<file path="src/rtl/calcmd_pkg.sv">
package calcmd_pkg;
  localparam int CFG_W      = 152;
  localparam int ID_BYTES   = 3;
  localparam int OSEL_LSB   = 11;
  localparam int BGAIN_LSB  = 17;
  localparam int BOFS_LSB   = 32;
  localparam int TGAIN_LSB  = 46;
  localparam int TOFS_LSB   = 54;
  localparam int TSET_LSB   = 62;
  localparam int TCG_LSB    = 69;
  localparam int TCO_LSB    = 77;
  localparam int SOT_LSB    = 88;
  localparam int DIAG_LSB   = 100;
  localparam int LOCK_LSB   = 103;
  localparam int UCLIP_LSB  = 106;
  localparam int LCLIP_LSB  = 113;
  localparam int ID_LSB     = 120;
  localparam logic [7:0] TRAILER = 8'hA5;

  typedef struct packed {
    logic             en;
    logic [CFG_W-1:0] mask;
    logic [CFG_W-1:0] val;
  } cfg_wr_t;

  function automatic logic [CFG_W-1:0] cfg_default();
    logic [CFG_W-1:0] c;
    c = '0;
    c[BGAIN_LSB +: 15] = 15'h198;
    c[TGAIN_LSB +: 8]  = 8'h80;
    c[UCLIP_LSB +: 7]  = 7'h7F;
    c[DIAG_LSB +: 3]   = 3'b111;
    c[OSEL_LSB +: 2]   = 2'b10;
    return c;
  endfunction

  function automatic logic is_lock_code(input logic [2:0] code);
    return (code == 3'b011) || (code == 3'b110);
  endfunction
endpackage

</file>
<file path="src/rtl/calcmd_decode.sv">
module calcmd_decode
  import calcmd_pkg::*;
(
  input  logic [7:0] cmd,
  input  logic [7:0] data,
  output cfg_wr_t    wr
);
  function automatic cfg_wr_t fld(input int lsb, input int w, input logic [7:0] d);
    cfg_wr_t f;
    f.en   = 1'b1;
    f.mask = '0;
    f.val  = '0;
    for (int i = 0; i < 8; i++) begin
      if (i < w) begin
        f.mask[lsb+i] = 1'b1;
        f.val[lsb+i]  = d[i];
      end
    end
    return f;
  endfunction

  always_comb begin
    wr = '0;
    unique case (cmd)
      8'h80:   wr = fld(BGAIN_LSB + 8, 7, data);
      8'h90:   wr = fld(BGAIN_LSB, 8, data);
      8'hA0:   wr = fld(BOFS_LSB + 8, 6, data);
      8'hB0:   wr = fld(BOFS_LSB, 8, data);
      8'hC0:   wr = fld(TGAIN_LSB, 8, data);
      8'hD0:   wr = fld(TOFS_LSB, 8, data);
      8'hE0:   wr = fld(TCO_LSB, 8, data);
      8'hF0:   wr = fld(TCG_LSB, 8, data);
      8'h60:   wr = fld(SOT_LSB, 8, data);
      8'h70:   wr = fld(TSET_LSB, 7, data);
      8'h08:   wr = fld(UCLIP_LSB, 7, data);
      8'h18:   wr = fld(LCLIP_LSB, 7, data);
      8'h58:   wr = fld(DIAG_LSB, 6, data);
      default: wr = '0;
    endcase
    for (int k = 0; k < ID_BYTES; k++) begin
      if (cmd == 8'h28 + 8'(16 * k)) wr = fld(ID_LSB + 8 * k, 8, data);
    end
  end
endmodule

</file>
<file path="src/rtl/calcmd_regs.sv">
module calcmd_regs
  import calcmd_pkg::*;
(
  input  logic             clk,
  input  logic             rst_n,
  input  logic             wr_go,
  input  cfg_wr_t          wr,
  output logic [CFG_W-1:0] cfg_q,
  output logic             locked
);
  logic [CFG_W-1:0] cfg_d;

  assign locked = is_lock_code(cfg_q[LOCK_LSB +: 3]);

  always_comb begin
    cfg_d = cfg_q;
    if (wr_go) cfg_d = (cfg_q & ~wr.mask) | (wr.val & wr.mask);
  end

  always_ff @(posedge clk or negedge rst_n) begin
    if (!rst_n) cfg_q <= cfg_default();
    else        cfg_q <= cfg_d;
  end


  lock_freeze_chk: assert property (@(posedge clk) disable iff (!rst_n)
    locked |=> $stable(cfg_q));
endmodule

</file>
<file path="src/rtl/calcmd_stream.sv">
module calcmd_stream
  import calcmd_pkg::*;
(
  input  logic             clk,
  input  logic             rst_n,
  input  logic             load,
  input  logic [CFG_W-1:0] cfg,
  input  logic             ready,
  output logic [7:0]       data,
  output logic             valid
);
  localparam int NB = CFG_W / 8 + 1;
  localparam int CW = $clog2(NB + 1);

  logic [NB*8-1:0] sh_q, sh_d;
  logic [CW-1:0]   cnt_q, cnt_d;

  assign valid = (cnt_q != '0);
  assign data  = sh_q[7:0];

  always_comb begin
    sh_d  = sh_q;
    cnt_d = cnt_q;
    if (load) begin
      sh_d  = {TRAILER, cfg};
      cnt_d = CW'(NB);
    end else if (valid && ready) begin
      sh_d  = sh_q >> 8;
      cnt_d = cnt_q - 1'b1;
    end
  end

  always_ff @(posedge clk or negedge rst_n) begin
    if (!rst_n) begin
      sh_q  <= '0;
      cnt_q <= '0;
    end else begin
      sh_q  <= sh_d;
      cnt_q <= cnt_d;
    end
  end


  stall_hold_chk: assert property (@(posedge clk) disable iff (!rst_n)
    (valid && !ready) |=> (valid && $stable(data)));
endmodule

</file>
<file path="src/rtl/calcmd_top.sv">
module calcmd_top
  import calcmd_pkg::*;
(
  input  logic             clk,
  input  logic             rst_n,
  input  logic             pair_valid,
  input  logic [7:0]       pair_cmd,
  input  logic [7:0]       pair_data,
  output logic [7:0]       rd_data,
  output logic             rd_valid,
  input  logic             rd_ready,
  output logic [CFG_W-1:0] cfg_q,
  output logic             cmd_mode,
  output logic             raw_mode,
  output logic             cfg_changed,
  output logic             cmd_err
);
  logic [1:0] rst_sync_q;
  logic       rst_i_n;
  cfg_wr_t    wr;
  logic       locked, wr_go, load;
  logic       cmd_d, raw_d, chg_d, err_d;

  always_ff @(posedge clk or negedge rst_n) begin
    if (!rst_n) rst_sync_q <= 2'b00;
    else        rst_sync_q <= {rst_sync_q[0], 1'b1};
  end
  assign rst_i_n = rst_sync_q[1];

  calcmd_decode i_dec (.cmd(pair_cmd), .data(pair_data), .wr(wr));

  calcmd_regs i_regs (
    .clk(clk), .rst_n(rst_i_n), .wr_go(wr_go), .wr(wr),
    .cfg_q(cfg_q), .locked(locked));

  calcmd_stream i_strm (
    .clk(clk), .rst_n(rst_i_n), .load(load), .cfg(cfg_q),
    .ready(rd_ready), .data(rd_data), .valid(rd_valid));

  always_comb begin
    cmd_d = cmd_mode;
    raw_d = raw_mode;
    chg_d = 1'b0;
    err_d = 1'b0;
    wr_go = 1'b0;
    load  = 1'b0;
    if (pair_valid) begin
      if (rd_valid) begin
        err_d = 1'b1;
      end else if (pair_cmd == 8'h50 && pair_data == 8'h90) begin
        cmd_d = 1'b1;
      end else if (pair_cmd == 8'h40) begin
        if (cmd_mode) raw_d = (pair_data == 8'h10);
        else          err_d = 1'b1;
      end else if (pair_cmd == 8'h00) begin
        if (cmd_mode) load  = 1'b1;
        else          err_d = 1'b1;
      end else if (wr.en && cmd_mode && !locked) begin
        wr_go = 1'b1;
        chg_d = 1'b1;
      end else begin
        err_d = 1'b1;
      end
    end
  end

  always_ff @(posedge clk or negedge rst_i_n) begin
    if (!rst_i_n) begin
      cmd_mode    <= 1'b0;
      raw_mode    <= 1'b0;
      cfg_changed <= 1'b0;
      cmd_err     <= 1'b0;
    end else begin
      cmd_mode    <= cmd_d;
      raw_mode    <= raw_d;
      cfg_changed <= chg_d;
      cmd_err     <= err_d;
    end
  end


  pulse_excl_chk: assert property (@(posedge clk) disable iff (!rst_i_n)
    !(cfg_changed && cmd_err));

  change_flag_chk: assert property (@(posedge clk) disable iff (!rst_i_n)
    !$stable(cfg_q) |-> cfg_changed);

  mode_sticky_chk: assert property (@(posedge clk) disable iff (!rst_i_n)
    cmd_mode |=> cmd_mode);

  raw_needs_cmd_chk: assert property (@(posedge clk) disable iff (!rst_i_n)
    raw_mode |-> cmd_mode);
endmodule

</file>
<file path="config.mk">
export PLATFORM = sky130hd
export DESIGN_NAME = calcmd_top
export DESIGN_NICKNAME = d
export VERILOG_FILES = /design/src/rtl/calcmd_pkg.sv /design/src/rtl/calcmd_decode.sv /design/src/rtl/calcmd_regs.sv /design/src/rtl/calcmd_stream.sv /design/src/rtl/calcmd_top.sv
export SDC_FILE = /design/constraint.sdc
export NUM_CORES = 1
export LEC_CHECK = 0
export BUFFER_PORTS_ARGS = -buffer_cell sky130_fd_sc_hd__buf_2
export CORE_MARGIN = 3
export CORE_UTILIZATION = 26
export CTS_CLUSTER_SIZE = 10
export DETAILED_ROUTE_END_ITERATION = 6
export PLACE_DENSITY = 0.49
export SLEW_MARGIN = 20
export SYNTH_ARGS = -nofsm -noshare
export SYNTH_HDL_FRONTEND = slang
export SYNTH_SLANG_ARGS = --single-unit
export TNS_END_PERCENT = 30
</file>
<file path="constraint.sdc">
create_clock -name clk -period 10.8 [get_ports clk]
set_input_delay 1.62 -clock clk [delete_from_list [all_inputs] [get_ports clk]]
set_output_delay 1.62 -clock clk [all_outputs]
set_load 0.02 [all_outputs]
</file>
==> results of run 1 <==
## path summary, 6_finish.rpt
check | start | to | slack, ns | cells after the start
worst max-delay path | i_strm.cnt_q[0]$_DFFE_PN0P_ | rd_valid | 7.14 | 5
max in group asynchronous | rst_sync_q[1]$_DFF_PN0_ | i_strm.sh_q[4]$_DFFE_PN0P_ | 8.67 | 2
worst min-delay path | rst_sync_q[1]$_DFF_PN0_ | async pin | 0.30 | 0
worst max register to register | i_strm.cnt_q[0]$_DFFE_PN0P_ | i_strm.sh_q[64]$_DFFE_PN0P_ | 7.72 | 8
min in group clk | rst_sync_q[0]$_DFF_PN0_ | rst_sync_q[1]$_DFF_PN0_ | 0.35 | 0
worst min register to register | rst_sync_q[1]$_DFF_PN0_ | async pin | 0.30 | 0
## stage by stage
stage / instances / setup slack (ns)
after global routing: 1887 / 6.98
after floorplan: 1185 / 2.53
final: 1887 / 7.14
after detailed placement: 1826 / 6.67
after global placement: 1826 / 6.72
after CTS: 1886 / 7.10
## final cells by class
class | count | share of cell area, %
Clock buffer | 59 | 7.11
Clock inverter | 1 | 0.0618
Inverter | 6 | 0.159
Multi-Input combinational cell | 783 | 32.2
Sequential cell | 277 | 49.0
Tap cell | 600 | 5.29
Timing Repair Buffer | 161 | 6.12
## cells by family (layout without fill, tap and decap cells)
family / after synthesis / in the layout / share of synthesized area [%]
other cells: 2 / 33 / 0.0625
buf+inv: 125 / 227 / 5.38
xor+xnor: 6 / 6 / 0.437
mux: 121 / 121 / 11.3
compound gates: 150 / 150 / 7.95
fa+ha+maj: 1 / 1 / 0.104
simple gates: 472 / 472 / 16.9
flops: 277 / 277 / 57.8
## layout by cell type (no fill, tap or decap), types with 2 or more instances in the layout
| master | synthesis | routed |
|---|---|---|
| xnor2_1 | 3 | 3 |
| clkbuf_16 | 0 | 37 |
| nand4bb_1 | 3 | 3 |
| buf_4 | 40 | 5 |
| mux2_1 | 6 | 6 |
| xor2_1 | 3 | 3 |
| nand3b_1 | 2 | 2 |
| a21oi_1 | 23 | 23 |
| buf_6 | 0 | 2 |
| conb_1 | 2 | 33 |
| nor4_1 | 4 | 3 |
| buf_2 | 22 | 152 |
| nand4_1 | 6 | 6 |
| or3_1 | 3 | 3 |
| a221o_1 | 4 | 4 |
| clkbuf_1 | 57 | 22 |
| and3_1 | 3 | 3 |
| a31oi_1 | 112 | 112 |
| nand3_1 | 15 | 15 |
| nor2_1 | 121 | 121 |
| nor3_2 | 4 | 4 |
| nor4_2 | 2 | 2 |
| nand2_1 | 289 | 288 |
| nor3_1 | 3 | 3 |
| dfrtp_1 | 262 | 261 |
| mux2_2 | 115 | 115 |
| inv_1 | 5 | 5 |
| o21ai_0 | 4 | 4 |
| nor3_4 | 4 | 4 |
| dfstp_2 | 15 | 15 |
## critical path, stage by stage, from the launching register on
cell and delay [ns]:
dfrtp_1 0.40, inv_1 0.07, ha_1 0.21, nor4b_4 0.40
inv_2 0.22, buf_2 0.23
## per-layer routing
layer  vias up  global-route usage [%]
met3        49                    2.28
met2       223                    23.4
li1       4087                       -
met1      4509                    21.4
met4         0                    3.37
met5         -                       0
## power breakdown
part | switching, uW | internal (uW)
Combinational | 134 | 31.0
Clock | 433 | 632
Sequential | 19.7 | 1060
==> flow_metrics.py, run 1 <==
metrics = {
    "global_routing": {
        "grt.overflow.total": 0,
        "grt_pass1_wl_um": 56600,
        "antenna_found_initial": 4,
        "grt_pass1_vias": 8800,
        "track_usage_pct": 14.8,
        "grt_max_degree": 164,
    },
    "clocking": {
        "cts_buffer_depth": 3,
        "htreeDepth": 2,
        "cts_root_buf": "clkbuf_16",
        "cts_tree": "done",
        "postCtsSetupRepairBufs": 0,
        "holdBufCountCts": 0,
        "ctsResizeCount": 0,
        "clock_latency_ns": 0.51,
        "cts.sinks": 277,
        "cts_buffers": 34,
        "clkTransAtPathRegs_ns": 0.06,
    },
    "floorplan": {
        "coreArea_sq_um": 45500,
        "pin_count": 185,
        "die_w_um": 221,
        "initial_core_util_pct": 26.4,
        "die_y_um": 221,
        "rows": 78,
        "die_area_sq_um": 48800,
    },
    "logic_synthesis": {
        "ys_ff_latch": 277,
        "netlist_top_cells_count": "289 x nand2_1, 262 x dfrtp_1, 121 x nor2_1",
        "yosys.area.top_type": "dfrtp_1",
        "ys_warn_count": 0,
        "synth.avg_cell_area_sq_um": 10.4,
        "syn_area_sq_um": 12000,
        "synth_most_common_cell": "nand2_1",
        "yosys-top-cells-area": "dfrtp_1 55%, mux2_2 11%, nand2_1 9.0%",
        "synthCells": 1154,
        "synth_top_area_share_pct": 54.5,
        "synthArstFlopShare_pct": 100,
        "synth_edf_count": 0,
        "netlist-cell-type-count": 49,
        "synth_ff_type": "dfrtp_1",
        "ys_seq_area_share_pct": 57.8,
    },
    "worst_setup_path": {
        "crit_type": "flip-flop to output port",
        "crit_fanout": 8,
        "cp.arrival_ns": 2.04,
        "cp-end-kind": "output port",
        "start_kind": "flip-flop",
        "critical_path_required_ns": 9.18,
    },
    "layout": {
        "layout-drive-gt1-share_pct": 27.3,
        "syn2layout_area_growth_pct": 18.0,
        "final_area_sq_um": 14200,
        "multi_input_area_sq_um": 4570,
        "regArea_sq_um": 6950,
        "antenna-diode-count": 0,
        "layout.nets": 1284,
        "post-route-util_pct": 31.2,
        "nFillCells": 4774,
    },
    "routing": {
        "top_layer_used": "met4",
        "routed_wl_um": 36900,
        "drt_iter0_drc": 724,
        "wl_per_cell_um": 19.6,
        "wl_met3_um": 1330,
        "routed-wl-met2_um": 17100,
        "antenna_left": 0,
        "routedLengthMet1_um": 17800,
        "drc": 0,
        "first_pass_iters": 5,
        "vias": 8868,
        "viasPerCell": 4.70,
    },
    "timing": {
        "maxSlewViolCount": 0,
        "hold_viol_final": 0,
        "slew_headroom_pct": 30.1,
        "hold_ws_ns": 0.300,
        "fin_skew_ns": 0.0115,
        "rsz0062_at_grt": "no",
        "period_share_pct": 33.9,
        "fmaxAchievable_ghz": 0.273,
        "worst_slew_pin_slew_ns": 1.05,
        "setup_viol": 0,
        "period_minus_slack_ns": 3.66,
        "tns_ns": 0,
    },
    "placement": {
        "dp.final_hpwl_um": 23900,
        "port_buffers": 152,
        "post_dp_cell_area_sq_um": 13100,
        "finalWeightedCongestion": 0.851,
    },
    "job": {
        "drv_cap": 0,
    },
    "power": {
        "irDropWorstVdd_mv": 0.0969,
        "leakage_uw": 0.00717,
        "cellPowerDensity_nw_per_um2": 163,
        "p_total_uw": 2310,
    },
    "hold_path": {
        "min_path_type": "flip-flop to async pin",
    },
    "status": {
        "status": "finished clean",
    },
}
No activity file was read; power rests on OpenSTA's default activity.
==> inputs of run 2 (changes only) <==
--- a/config.mk
+++ b/config.mk
@@ -5,6 +5,7 @@
 export SDC_FILE = /design/constraint.sdc
 export NUM_CORES = 1
 export LEC_CHECK = 0
+export ABC_AREA = 1
 export BUFFER_PORTS_ARGS = -buffer_cell sky130_fd_sc_hd__buf_2
 export CORE_MARGIN = 3
 export CORE_UTILIZATION = 26
==> constraint.sdc (replaced) <==
create_clock -name clk -period 3.5 [get_ports clk]
set_input_delay 0.525 -clock clk [delete_from_list [all_inputs] [get_ports clk]]
set_output_delay 0.525 -clock clk [all_outputs]
set_load 0.02 [all_outputs]
==> flow_metrics.py, run 2 <==
metrics = {
    "status": {
        "status": "finished clean",
    },
    "worst_setup_path": {
        "crit_type": "flip-flop to flip-flop",
        "crit_fanout": 17,
        "slowest_stage": "nand4_1",
        "critical_path_required_ns": 3.90,
        "worstReg2RegStart": "i_strm.cnt_q[0]$_DFFE_PN0P_",
        "crit_path_max_incr_delay_ns": 0.59,
        "r2r_slack_ns": 0.82,
        "crit_path_frequent_cell": "nand2_1",
        "startpoint": "i_strm.cnt_q[0]$_DFFE_PN0P_",
        "start_kind": "flip-flop",
        "cp-end-kind": "flip-flop",
        "path_cells": "inv_1, ha_1, nand2_1, nor2_1, nand4_1, inv_2, nand4_1, nand2_1, nand2_1",
        "cp.arrival_ns": 3.08,
        "worst-r2r-cell-count": 9,
    },
    "logic_synthesis": {
        "ys_seq_area_share_pct": 56.1,
        "netlist-cell-type-count": 33,
        "netlist_top_cells_count": "602 x nand2_1, 262 x dfrtp_1, 143 x nand3_1",
        "yosys.area.top_type": "dfrtp_1",
        "synth_ff_type": "dfrtp_1",
        "synth_most_common_cell": "nand2_1",
        "ys_warn_count": 0,
        "syn_area_sq_um": 12400,
        "synthCells": 1480,
        "synth_edf_count": 0,
        "ys_ff_latch": 277,
        "synth.avg_cell_area_sq_um": 8.37,
        "yosys-top-cells-area": "dfrtp_1 53%, nand2_1 18%, nand3_1 5.8%",
        "synthArstFlopShare_pct": 100,
        "synth_top_area_share_pct": 52.9,
    },
    "routing": {
        "viasPerCell": 4.62,
        "drc": 0,
        "drt_iter0_drc": 809,
        "antenna_left": 0,
        "vias": 10342,
        "wl_per_cell_um": 18.7,
        "routed_wl_um": 41900,
        "first_pass_iters": 5,
    },
    "clocking": {
        "postCtsSetupRepairBufs": 0,
        "cts_buffer_depth": 3,
        "clkTransAtPathRegs_ns": 0.06,
        "ctsResizeCount": 0,
        "cts_root_buf": "clkbuf_16",
        "cts.sinks": 277,
        "cts_buffers": 34,
        "clock_latency_ns": 0.52,
        "cts_tree": "done",
        "htreeDepth": 2,
    },
    "timing": {
        "rsz0062_at_grt": "no",
        "hold_ws_ns": 0.279,
        "period_share_pct": 76.5,
        "setup_ws_ns": 0.822,
        "period_minus_slack_ns": 2.68,
        "fmaxAchievable_ghz": 0.373,
        "tns_ns": 0,
        "fin_skew_ns": 0.0192,
        "setup_viol": 0,
        "slew_headroom_pct": 50.2,
        "maxSlewViolCount": 0,
        "hold_viol_final": 0,
        "worst_slew_pin_slew_ns": 0.747,
    },
    "hold_path": {
        "hold-path-endpoint": "cmd_err$_DFF_PN0_",
        "min_path_cells": 3,
        "min_path_type": "input port to flip-flop",
        "hold_start": "pair_valid",
    },
    "job": {
        "drv_cap": 0,
    },
    "global_routing": {
        "track_usage_pct": 16.4,
        "antenna_found_initial": 3,
        "grt_max_degree": 160,
        "grt.overflow.total": 0,
        "grt_pass1_vias": 10018,
        "grt_pass1_wl_um": 63300,
    },
    "layout": {
        "final_area_sq_um": 14800,
        "layout-drive-gt1-share_pct": 16.1,
        "syn2layout_area_growth_pct": 19.7,
        "layout_commonest_cell": "nand2_1",
        "final_cell_mix": "601 x nand2_1, 261 x dfrtp_1, 152 x buf_2",
        "stdcell_count": 2239,
        "layout.nets": 1631,
    },
    "floorplan": {
        "rows": 79,
        "coreArea_sq_um": 46900,
        "die_w_um": 224,
        "die_area_sq_um": 50300,
        "initial_core_util_pct": 26.5,
        "die_y_um": 224,
        "pin_count": 185,
    },
    "placement": {
        "post_dp_cell_area_sq_um": 13800,
        "finalWeightedCongestion": 0.835,
        "port_buffers": 152,
        "dp_cells": 2180,
        "dp_slack_ns": 0.597,
        "dp.final_hpwl_um": 27700,
    },
    "power": {
        "cellPowerDensity_nw_per_um2": 499,
        "irDropWorstVdd_mv": 0.273,
        "leakage_uw": 0.00822,
    },
}
run 2: metrics by stage:
stage | total power (uW) | util (%)
2_1_floorplan | 3830 | -
3_3_place_gp | 4060 | 29.4
3_5_place_dp | 4070 | 29.4
4_1_cts | 7510 | 31.7
5_1_grt | 7680 | 31.7
6_report | 7400 | 31.7
run 2: what timing repair did:
item / CTS / global route
endpoints found under the hold margin: 2 / 0
hold buffers: 1 / 0
setup endpoints to repair: 0 / 0
run 2: where the power goes:
group | leakage (uW) | internal [uW] | switching, uW
sequential | 0.00379 | 3270 | 53.2
combinational | 0.00391 | 152 | 525
clock | 0.000516 | 2050 | 1350
total | 0.00822 | 5470 | 1930
run 2: worst max-delay path by stage:
stage / end
3_3_place_gp: flip-flop
6_report: flip-flop
5_1_grt: flip-flop
4_1_cts: flip-flop
3_5_place_dp: flip-flop
2_1_floorplan: async pin
run 2: area by class of cell:
cell class                      instances  area (sq um)
Antenna cell                            1          2.50
Inverter                              108           408
Multi-Input combinational cell       1008          4550
Tap cell                              607           759
Timing Repair Buffer                  181          1110
Fill cell                            4949         32000
Clock buffer                           57          1060
Sequential cell                       277          6950
run 2: cells by family (layout without fill, tap and decap cells):
group	count (synthesis)	after routing	synth area share [%]
AND/OR/NAND/NOR	819	819	27.5
flip-flops	277	277	56.1
buffers and inverters	226	346	8.33
AO/OA/AOI/OAI	152	152	7.70
other	2	34	0.0606
XOR/XNOR	2	2	0.141
adder cells (fa/ha/maj)	1	1	0.101
multiplexers	1	1	0.0808
run 2: critical path, delay by kind of cell, from the launching register on:
kind	cells	cell delay (ns)
buf+inv	2	0.40
simple gates	6	1.61
fa+ha+maj	1	0.16
flops	1	0.39
run 2: routing by layer:
| metal | track usage, % | share of wire, % | vias to the layer above |
|---|---|---|---|
| li1 | - | - | 4951 |
| met1 | 22.8 | 46 | 5031 |
| met2 | 25.6 | 46 | 285 |
| met3 | 3.24 | 5.4 | 71 |
| met4 | 5.41 | 2.7 | 4 |
| met5 | 0 | 0.060 | - |
